===== config.mk =====
export PLATFORM = sky130hd
export DESIGN_NAME = parity_err_monitor
export DESIGN_NICKNAME = d
export VERILOG_FILES = /design/src/rtl/pem_pkg.sv /design/src/rtl/pem_parity_check.sv /design/src/rtl/pem_err_counter.sv /design/src/rtl/pem_pass_pulse.sv /design/src/rtl/pem_read_port.sv /design/src/rtl/parity_err_monitor.sv
export SDC_FILE = /design/constraint.sdc
export NUM_CORES = 1
export LEC_CHECK = 0
export BUFFER_PORTS_ARGS = -buffer_cell sky130_fd_sc_hd__buf_2
export CAP_MARGIN = 5
export CORE_MARGIN = 4
export CORE_UTILIZATION = 47
export CTS_CLUSTER_DIAMETER = 60
export DETAILED_ROUTE_END_ITERATION = 8
export HOLD_SLACK_MARGIN = 0.15
export MAX_ROUTING_LAYER = met4
export PLACE_DENSITY_LB_ADDON = 0.1
export SLEW_MARGIN = 20
export SYNTH_ARGS = -nofsm -noshare
export SYNTH_HDL_FRONTEND = slang
export SYNTH_HIERARCHICAL = 1
export SYNTH_SLANG_ARGS = --single-unit

===== constraint.sdc =====
create_clock -name clk -period 3.95 [get_ports clk]
set_clock_uncertainty 0.05 [all_clocks]
set_input_delay 0.9875 -clock clk [delete_from_list [all_inputs] [get_ports clk]]
set_output_delay 0.9875 -clock clk [all_outputs]
set_load 0.1 [all_outputs]

===== src/rtl/pem_pkg.sv =====
package pem_pkg;

    localparam int BYTE_W = 8;

    typedef enum logic {
        SEL_LO = 1'b0,
        SEL_HI = 1'b1
    } rd_sel_e;

    typedef struct packed {
        logic hit;   // word qualified for checking
        logic fail;  // qualified word failed even parity
    } chk_res_t;

endpackage


===== src/rtl/pem_parity_check.sv =====
module pem_parity_check
    import pem_pkg::*;
#(
    parameter int DATA_W = 24
) (
    input  logic              lock_i,
    input  logic              vld_i,
    input  logic [DATA_W-1:0] data_i,
    input  logic              par_i,
    output chk_res_t          res_o
);
    logic odd;

    always_comb begin
        odd        = ^{data_i, par_i};
        res_o.hit  = lock_i & vld_i;
        res_o.fail = lock_i & vld_i & odd;
    end
endmodule


===== src/rtl/pem_err_counter.sv =====
module pem_err_counter #(
    parameter int CNT_W = 16
) (
    input  logic             clk,
    input  logic             rst,
    input  logic             clear_i,
    input  logic             inc_i,
    output logic [CNT_W-1:0] cnt_o
);
    localparam logic [CNT_W-1:0] CNT_MAX = '1;

    logic [CNT_W-1:0] cnt_q;

    always_ff @(posedge clk) begin
        if (rst || clear_i) begin
            cnt_q <= '0;
        end else if (inc_i && (cnt_q != CNT_MAX)) begin
            cnt_q <= cnt_q + CNT_W'(1);
        end
    end

    assign cnt_o = cnt_q;
endmodule


===== src/rtl/pem_pass_pulse.sv =====
module pem_pass_pulse #(
    parameter int PULSE_LEN = 16
) (
    input  logic clk,
    input  logic rst,
    input  logic trig_i,
    output logic pass_n_o
);
    localparam int TW = $clog2(PULSE_LEN + 1);
    localparam logic [TW-1:0] LOAD = TW'(PULSE_LEN);

    logic [TW-1:0] left_q;

    always_ff @(posedge clk) begin
        if (rst) begin
            left_q <= '0;
        end else if (trig_i) begin
            left_q <= LOAD;
        end else if (left_q != '0) begin
            left_q <= left_q - TW'(1);
        end
    end

    assign pass_n_o = (left_q == '0);
endmodule


===== src/rtl/pem_read_port.sv =====
module pem_read_port
    import pem_pkg::*;
#(
    parameter int CNT_W = 16
) (
    input  logic              clk,
    input  logic              rst,
    input  logic              rd_en_i,
    input  logic              rd_addr_i,
    input  logic [CNT_W-1:0]  cnt_i,
    output logic [BYTE_W-1:0] rd_data_o
);
    logic [BYTE_W-1:0] shadow_q;
    logic [BYTE_W-1:0] data_q;
    rd_sel_e           sel;

    assign sel = rd_sel_e'(rd_addr_i);

    always_ff @(posedge clk) begin
        if (rst) begin
            shadow_q <= '0;
            data_q   <= '0;
        end else if (rd_en_i) begin
            if (sel == SEL_LO) begin
                data_q   <= cnt_i[BYTE_W-1:0];
                shadow_q <= cnt_i[2*BYTE_W-1:BYTE_W];
            end else begin
                data_q <= shadow_q;
            end
        end
    end

    assign rd_data_o = data_q;
endmodule


===== src/rtl/parity_err_monitor.sv =====
module parity_err_monitor
    import pem_pkg::*;
#(
    parameter int DATA_W    = 24,
    parameter int PULSE_LEN = 16
) (
    input  logic              clk,
    input  logic              rst,
    input  logic              lock_i,
    input  logic              word_vld_i,
    input  logic [DATA_W-1:0] word_data_i,
    input  logic              word_par_i,
    input  logic              rd_en_i,
    input  logic              rd_addr_i,
    output logic [7:0]        rd_data_o,
    output logic [7:0]        cnt_lo_o,
    output logic [7:0]        cnt_hi_o,
    output logic              pass_n_o
);
    localparam int CNT_W = 2 * BYTE_W;

    chk_res_t         res;
    logic [CNT_W-1:0] cnt;

    pem_parity_check #(.DATA_W(DATA_W)) u_chk (
        .lock_i (lock_i),
        .vld_i  (word_vld_i),
        .data_i (word_data_i),
        .par_i  (word_par_i),
        .res_o  (res)
    );

    pem_err_counter #(.CNT_W(CNT_W)) u_cnt (
        .clk     (clk),
        .rst     (rst),
        .clear_i (~lock_i),
        .inc_i   (res.fail),
        .cnt_o   (cnt)
    );

    pem_pass_pulse #(.PULSE_LEN(PULSE_LEN)) u_pulse (
        .clk      (clk),
        .rst      (rst),
        .trig_i   (res.fail),
        .pass_n_o (pass_n_o)
    );

    pem_read_port #(.CNT_W(CNT_W)) u_rd (
        .clk       (clk),
        .rst       (rst),
        .rd_en_i   (rd_en_i),
        .rd_addr_i (rd_addr_i),
        .cnt_i     (cnt),
        .rd_data_o (rd_data_o)
    );

    assign cnt_lo_o = cnt[BYTE_W-1:0];
    assign cnt_hi_o = cnt[CNT_W-1:BYTE_W];
endmodule


==> results of run 1 <==
## final timing paths
path | from | to | slack (ps) | cells after the start
max | word_data_i[22] | u_cnt/cnt_o[14] | 820 | 10
min | u_rd/rd_data_o[0] | u_rd/rd_data_o[0] | 430 | 2
max reg2reg | u_cnt/cnt_o[0] | u_cnt/cnt_o[9] | 1970 | 5
min reg2reg | u_rd/rd_data_o[0] | u_rd/rd_data_o[0] | 430 | 2
## placed cells by master, fill, tap and decap left out, types with 4 or more instances in the layout
master                     netlist  layout
sky130_fd_sc_hd__buf_2           2      55
sky130_fd_sc_hd__dfxtp_1        37      37
sky130_fd_sc_hd__nor2_1         28      28
sky130_fd_sc_hd__xnor2_1        21      21
sky130_fd_sc_hd__mux2i_1        16      16
sky130_fd_sc_hd__a21oi_1        10      10
sky130_fd_sc_hd__a211oi_1        9       9
sky130_fd_sc_hd__nand2_1         7       7
sky130_fd_sc_hd__inv_1           5       5
sky130_fd_sc_hd__clkbuf_8        0       5
sky130_fd_sc_hd__nand4_1         5       5
sky130_fd_sc_hd__nand3_1         5       5
sky130_fd_sc_hd__o21ai_0         5       5
sky130_fd_sc_hd__or3_1           5       5
sky130_fd_sc_hd__and2_1          4       4
sky130_fd_sc_hd__xor2_1          4       4
sky130_fd_sc_hd__and4_1          4       4
sky130_fd_sc_hd__a41o_1          4       4
## cell type report
type / instances / share of cell area, %
inverter: 5 / 0.8000
clock inverter: 3 / 0.7467
clock buffer: 5 / 2.933
tap: 50 / 2.667
sequential: 37 / 31.57
multi-input combinational: 156 / 49.23
timing repair buffer: 56 / 12.05
## routing by layer
metal	vias to the layer above	wire, um
li1	857	-
met3	4	212
met5	-	0
met1	789	2035
met2	48	2131
met4	0	32
## worst register-to-register path, cell delays in order, from the launching register on
cell and delay [ps]:
sky130_fd_sc_hd__dfxtp_1 450, sky130_fd_sc_hd__ha_1 230, sky130_fd_sc_hd__nand3_1 160, sky130_fd_sc_hd__nor4_2 670
sky130_fd_sc_hd__o21ai_0 210, sky130_fd_sc_hd__a21oi_1 140
## synthesized netlist by cell type (4+ instances only)
cell,number,area (um2)
sky130_fd_sc_hd__dfxtp_1,37,740.7
sky130_fd_sc_hd__inv_1,5,18.77
sky130_fd_sc_hd__nand4_1,5,31.28
sky130_fd_sc_hd__a21oi_1,10,50.05
sky130_fd_sc_hd__and4_1,4,35.03
sky130_fd_sc_hd__xor2_1,4,35.03
sky130_fd_sc_hd__o21ai_0,5,25.02
sky130_fd_sc_hd__nor2_1,28,105.1
sky130_fd_sc_hd__nand3_1,5,25.02
sky130_fd_sc_hd__mux2i_1,16,160.2
sky130_fd_sc_hd__nand2_1,7,26.28
sky130_fd_sc_hd__xnor2_1,21,183.9
sky130_fd_sc_hd__a41o_1,4,40.04
sky130_fd_sc_hd__a211oi_1,9,67.56
sky130_fd_sc_hd__and2_1,4,25.02
sky130_fd_sc_hd__or3_1,5,31.28
## cell families after synthesis
logic type      count (synthesis)  share of synthesized area (%)
flops                          37                          37.37
buf+inv                        15                          4.356
simple gates                   73                          21.40
compound gates                 37                          13.38
mux                            16                          8.081
fa+ha+maj                       2                          1.262
xor+xnor                       28                          14.14
## flip-flops by register name, summed over array words and instances (netlist names)
name and count:
u_pulse/left_q 5, u_rd/rd_data_o 8, u_rd/shadow_q 8, u_cnt/cnt_o 16
## per-stage QoR
step | utilization, % | setup slack [ps]
floorplan | - | 682.3
global placement | 56.09 | 579.9
detailed placement | 56.09 | 540.2
CTS | 58.23 | 818.4
global route | 58.23 | 665.0
finish | 58.23 | 819.3
## power breakdown
part           internal [W]  total, W  leakage (nW)  switching, W
Sequential         0.000396  0.000413         0.300     0.0000171
Combinational      0.000140  0.000352         0.677      0.000212
Clock              0.000122  0.000256        0.0439      0.000135
Total              0.000658   0.00102          1.02      0.000364
==> load_flow_metrics.sql, run 1 <==
INSERT INTO impl_metrics (metric_group, metric, value, unit) VALUES
('setup_path', 'cp_slowest_stage_delay', '430', 'ps'),
('clock_tree', 'cts_buffer_depth', '2', ''),
('setup_path', 'worstPathArrival', '3300', 'ps'),
('global_route', 'number_of_antenna_violations_at_the_first_check_in_global_routing', '0', ''),
('setup_path', 'worst_setup_path_end_kind', 'register', ''),
('cells_and_area', 'stdcell_count', '312', ''),
('status', 'run_status', 'finished clean', ''),
('yosys', 'syn_area', '1982', 'um2'),
('die', 'floorplan.initialDensity', '49.19', '%'),
('yosys', 'synth_enable_flop_cells', '0', ''),
('clock_tree', 'postCtsResizedCells', '0', ''),
('clock_tree', 'root_buffer', 'sky130_fd_sc_hd__clkbuf_8', ''),
('route', 'postRouteWirelength', '4412', 'um'),
('setup_path', 'critical_path_class', 'primary input to register', ''),
('clock_tree', 'tritoncts', 'built', ''),
('setup_path', 'timing.critical_path.slowest_stage_cell', 'sky130_fd_sc_hd__xnor3_1', ''),
('timing', 'grt_setup_unrepaired', 'false', ''),
('global_route', 'groute.usage.overall', '17.67', '%'),
('timing', 'setup_tns', '0', 'ps'),
('yosys', 'syn_nets', '241', ''),
('setup_path', 'timing.critical_path.cells', 'buf_2 > xnor2_1 > xnor2_1 > xnor3_1 > xnor3_1 > and2_1 > nand4_1 > a41o_1 > or3_1 > a21oi_1', ''),
('route', 'routed-via-count', '1698', ''),
('global_route', 'top_usage_layer', 'met2', ''),
('timing', 'report.final.hold_viol_count', '0', ''),
('cells_and_area', 'diodes_inserted', '0', ''),
('yosys', 'synthFlopType', 'sky130_fd_sc_hd__dfxtp_1', ''),
('worst_hold_path', 'min-delay-path-class', 'register to register', ''),
('clock_tree', 'cts.repair_timing.setup_buffer_count', '0', ''),
('timing', 'setup-violations-final', '0', ''),
('placed_design', 'placed_cell_area', '2260', 'um2'),
('die', 'rows', '23', ''),
('clock_tree', 'cts_hold_buffers', '0', ''),
('route', 'ratio_of_routed_vias_to_standard_cells', '5.442', ''),
('clock_tree', 'htreeDepth', '2', ''),
('timing', 'worst_pin_slew', '674.2', 'ps'),
('run', 'max_cap_violations', '0', ''),
('yosys', 'sequential_element_share_of_the_synthesized_area', '37.37', '%'),
('die', 'die_width', '72.94', 'um'),
('power', 'p_per_area', '435.4', 'nW/um2'),
('placed_design', 'placement.io_buffers', '55', ''),
('setup_path', 'timing.critical_path.fanout_max', '5', ''),
('die', 'design.portCount', '56', ''),
('die', 'floorplan.die.height', '72.94', 'um'),
('setup_path', 'worstSetupStartpointType', 'primary input', ''),
('yosys', 'count_of_cell_types_in_the_netlist', '40', ''),
('global_route', 'gr-total-overflow', '0', ''),
('yosys', 'synthesis.instances', '208', ''),
('setup_path', 'worst_ep_required_time', '4120', 'ps'),
('global_route', 'grtUsageMet1', '23.10', '%'),
('cells_and_area', 'multiInputGateArea', '1155', 'um2'),
('route', 'detail_route.iter0.violations', '65', ''),
('timing', 'slew_violations', '0', ''),
('yosys', 'synth-seq-cells', '37', ''),
('cells_and_area', 'areaGrowthSynthToFinish', '18.37', '%'),
('global_route', 'vias_in_the_first_global_route', '1507', ''),
('timing', 'period_share', '79.26', '%'),
('cells_and_area', 'nFillCells', '386', ''),
('global_route', 'met2_usage', '27.35', '%'),
('cells_and_area', 'seq_area', '740.7', 'um2'),
('clock_tree', 'cts_made_buffers', '5', ''),
('setup_path', 'timing.critical_path.max_delay_family', 'XOR/XNOR gates', ''),
('power', 'leakagePower', '1.022', 'nW'),
('timing', 'fmaxAchievable', '319.4', 'MHz'),
('yosys', 'synth_area_per_inst', '9.528', 'um2'),
('yosys', 'synth-async-reset-ratio', '0', '%'),
('cells_and_area', 'finish.instance_area', '2346', 'um2'),
('clock_tree', 'clock_insertion_delay_worst_skew', '290', 'ps'),
('yosys', 'synth-warning-count', '6', ''),
('die', 'design.die.area', '5320', 'um2'),
('cells_and_area', 'nets', '294', ''),
('power', 'power.total', '0.001021', 'W');
Note: power is estimated with default switching activity, not from simulation.
==> run 2: changes to the inputs <==
clock period = 2.84 ns   (was 3.95 ns; I/O delays follow)
==> run 2 against run 1 <==
Compared with the run above:
- via count grew 3.4%
- total power is 41% higher
- sequential power grew 39%
- first-iteration DRC count rose by 26%
- wire length is 1.7% higher
- hold slack improved by 3.2 ps
- core utilization is 1.5 points higher
- critical path type unchanged
==> load_flow_metrics.sql, run 2 (same netlist as run 1, synthesis figures left out) <==
INSERT INTO impl_metrics (metric_group, metric, value, unit) VALUES
('timing', 'relative_slew_margins', '59.28', '%'),
('clock_tree', 'root_buffer', 'sky130_fd_sc_hd__clkbuf_8', ''),
('setup_path', 'rrSetupSlack', '910', 'ps'),
('route', 'routed-via-count', '1755', ''),
('placed_design', 'gpl.final_weighted_congestion', '0.8846', ''),
('route', 'drt_pre_antenna_iters', '4', ''),
('cells_and_area', 'nets', '301', ''),
('cells_and_area', 'diodes_inserted', '0', ''),
('timing', 'post-route-min-period', '2636', 'ps'),
('clock_tree', 'htreeDepth', '2', ''),
('route', 'postRouteWirelength', '4489', 'um'),
('global_route', 'pin_count_of_the_biggest_net_entering_global_routing', '23', ''),
('status', 'run_status', 'finished clean', ''),
('setup_path', 'crit-reg2reg-capture', 'u_cnt/cnt_o[0]', ''),
('timing', 'fmaxAchievable', '379.4', 'MHz'),
('clock_tree', 'cts.repair_timing.setup_buffer_count', '0', ''),
('worst_hold_path', 'min-delay-path-class', 'register to register', ''),
('setup_path', 'worstRegToRegCells', '6', ''),
('timing', 'report.final.hold_viol_count', '0', ''),
('die', 'floorplan.die.height', '72.94', 'um'),
('die', 'design.die.area', '5320', 'um2'),
('route', 'wl_per_cell', '14.07', 'um'),
('die', 'rows', '23', ''),
('global_route', 'gr-total-overflow', '0', ''),
('clock_tree', 'tritoncts', 'built', ''),
('cells_and_area', 'nFillCells', '381', ''),
('clock_tree', 'cts_made_buffers', '5', ''),
('cells_and_area', 'layout-drive-gt1-share', '30.48', '%'),
('clock_tree', 'cts.clk_slew.worst_paths', '70', 'ps'),
('die', 'floorplan.initialDensity', '49.19', '%'),
('setup_path', 'timing.critical_path.fanout_max', '5', ''),
('setup_path', 'rr_startpoint', 'u_cnt/cnt_o[0]', ''),
('setup_path', 'worstPathArrival', '2800', 'ps'),
('clock_tree', 'cts_buffer_depth', '2', ''),
('route', 'wirelength_met1', '1983', 'um'),
('cells_and_area', 'layout.cells.most_common_list', '54 x sky130_fd_sc_hd__buf_2, 37 x sky130_fd_sc_hd__dfxtp_1, 28 x sky130_fd_sc_hd__nor2_1', ''),
('die', 'placeableCoreArea', '4029', 'um2'),
('worst_hold_path', 'hold_path_depth', '2', ''),
('route', 'detail_route.iter0.violations', '82', ''),
('power', 'power.total', '0.001437', 'W'),
('route', 'highest-signal-layer', 'met4', ''),
('route', 'met3_wirelength', '218', 'um'),
('timing', 'setup_tns', '0', 'ps'),
('timing', 'slew_violations', '0', ''),
('power', 'p_per_area', '597.4', 'nW/um2'),
('route', 'wl_met2', '2227', 'um'),
('setup_path', 'worst_ep_required_time', '3000', 'ps'),
('setup_path', 'critical_path_class', 'primary input to register', ''),
('timing', 'worst_pin_slew', '605.7', 'ps'),
('global_route', 'number_of_antenna_violations_at_the_first_check_in_global_routing', '0', ''),
('clock_tree', 'cts_sinks', '37', ''),
('die', 'die_width', '72.94', 'um'),
('cells_and_area', 'final_common_cell', 'sky130_fd_sc_hd__buf_2', ''),
('placed_design', 'dp.final_hpwl', '3377', 'um'),
('route', 'ratio_of_routed_vias_to_standard_cells', '5.502', ''),
('run', 'max_cap_violations', '0', ''),
('worst_hold_path', 'hold_worst_path_end', 'u_rd/rd_data_o[3]', ''),
('route', 'antenna_violating_nets_post_route', '0', ''),
('cells_and_area', 'areaGrowthSynthToFinish', '21.40', '%'),
('power', 'leakagePower', '1.051', 'nW'),
('timing', 'setup-violations-final', '0', ''),
('placed_design', 'placement.io_buffers', '55', ''),
('setup_path', 'worstSetupStartpointType', 'primary input', ''),
('setup_path', 'worst_setup_path_end_kind', 'register', ''),
('worst_hold_path', 'hold_path_startpoint', 'u_rd/rd_data_o[3]', ''),
('global_route', 'vias_in_the_first_global_route', '1621', ''),
('die', 'design.portCount', '56', ''),
('power', 'vdd_drop_max', '0.3998', 'mV'),
('global_route', 'wire_length_of_the_first_global_routing_pass', '7562', 'um'),
('cells_and_area', 'largest_reg_flops', '16', ''),
('clock_tree', 'clock_insertion_delay_worst_skew', '280', 'ps'),
('global_route', 'groute.usage.overall', '18.51', '%'),
('route', 'drc_errors', '0', ''),
('timing', 'period_share', '92.80', '%'),
('timing', 'grt_setup_unrepaired', 'false', '');
==> run 2: cell type report <==
type | count | area [um2] | area share [%]
Clock buffer | 7 | 76.32 | 3.172
Clock inverter | 1 | 7.507 | 0.3120
Inverter | 5 | 18.77 | 0.7800
Multi-Input combinational cell | 156 | 1162 | 48.31
Sequential cell | 37 | 740.7 | 30.79
Tap cell | 50 | 62.56 | 2.600
Timing Repair Buffer | 63 | 337.8 | 14.04
==> run 2: worst max path at each step <==
stage	startpoint	end	slack, ps	depth (start not counted)
global route	u_pulse/left_q[0]	pass_n_o	80	5
floorplan	word_data_i[16]	u_cnt/cnt_o[14]	1	9
finish	word_data_i[16]	u_cnt/cnt_o[14]	200	10
detailed placement	word_data_i[16]	u_cnt/cnt_o[14]	-70	10
CTS	u_pulse/left_q[0]	pass_n_o	100	5
global placement	word_data_i[16]	u_cnt/cnt_o[14]	-50	10
==> run 2: per-layer routing <==
layer / vias up / GRT usage, %
met2: 45 / 29.76
li1: 875 / -
met5: - / -
met4: 0 / 4.918
met3: 7 / 3.719
met1: 828 / 23.76
==> run 2: what timing repair did <==
| item | CTS | global route |
|---|---|---|
| hold buffers | 0 | 0 |
| gates resized for setup | 0 | 1 |
| endpoints found under the setup margin | 0 | 1 |
==> run 2: report_power, final <==
group	switching (W)	leakage, nW	internal (W)
Combinational	0.000297	0.712	0.000215
Sequential	0.0000230	0.300	0.000551
Clock	0.000178	0.0385	0.000174
Total	0.000498	1.05	0.000940
==> run 2: critical path, cell delays in order <==
cell                      delay [ps]
sky130_fd_sc_hd__buf_2           100
sky130_fd_sc_hd__xor2_1          160
sky130_fd_sc_hd__xnor2_1         160
sky130_fd_sc_hd__xnor3_1         420
sky130_fd_sc_hd__xnor3_1         220
sky130_fd_sc_hd__and2_4          140
sky130_fd_sc_hd__nand4_1         120
sky130_fd_sc_hd__a41o_1          280
sky130_fd_sc_hd__or3_1           350
sky130_fd_sc_hd__a21oi_1         130
==> run 2: stage by stage <==
| step | hold WS, ps | setup WS [ps] | instances | utilization (%) | area, um2 |
|---|---|---|---|---|---|
| finish | 433.8 | 204.3 | 319 | 59.72 | 2406 |
| global route | 463.9 | 75.84 | 319 | 59.72 | 2406 |
| CTS | 436.6 | 101.5 | 319 | 59.66 | 2404 |
| detailed placement | 426.9 | -68.57 | 311 | 57.58 | 2320 |
| global placement | 415.9 | -50.87 | 311 | 57.58 | 2320 |
| floorplan | 399.1 | 1.185 | 208 | - | 1989 |
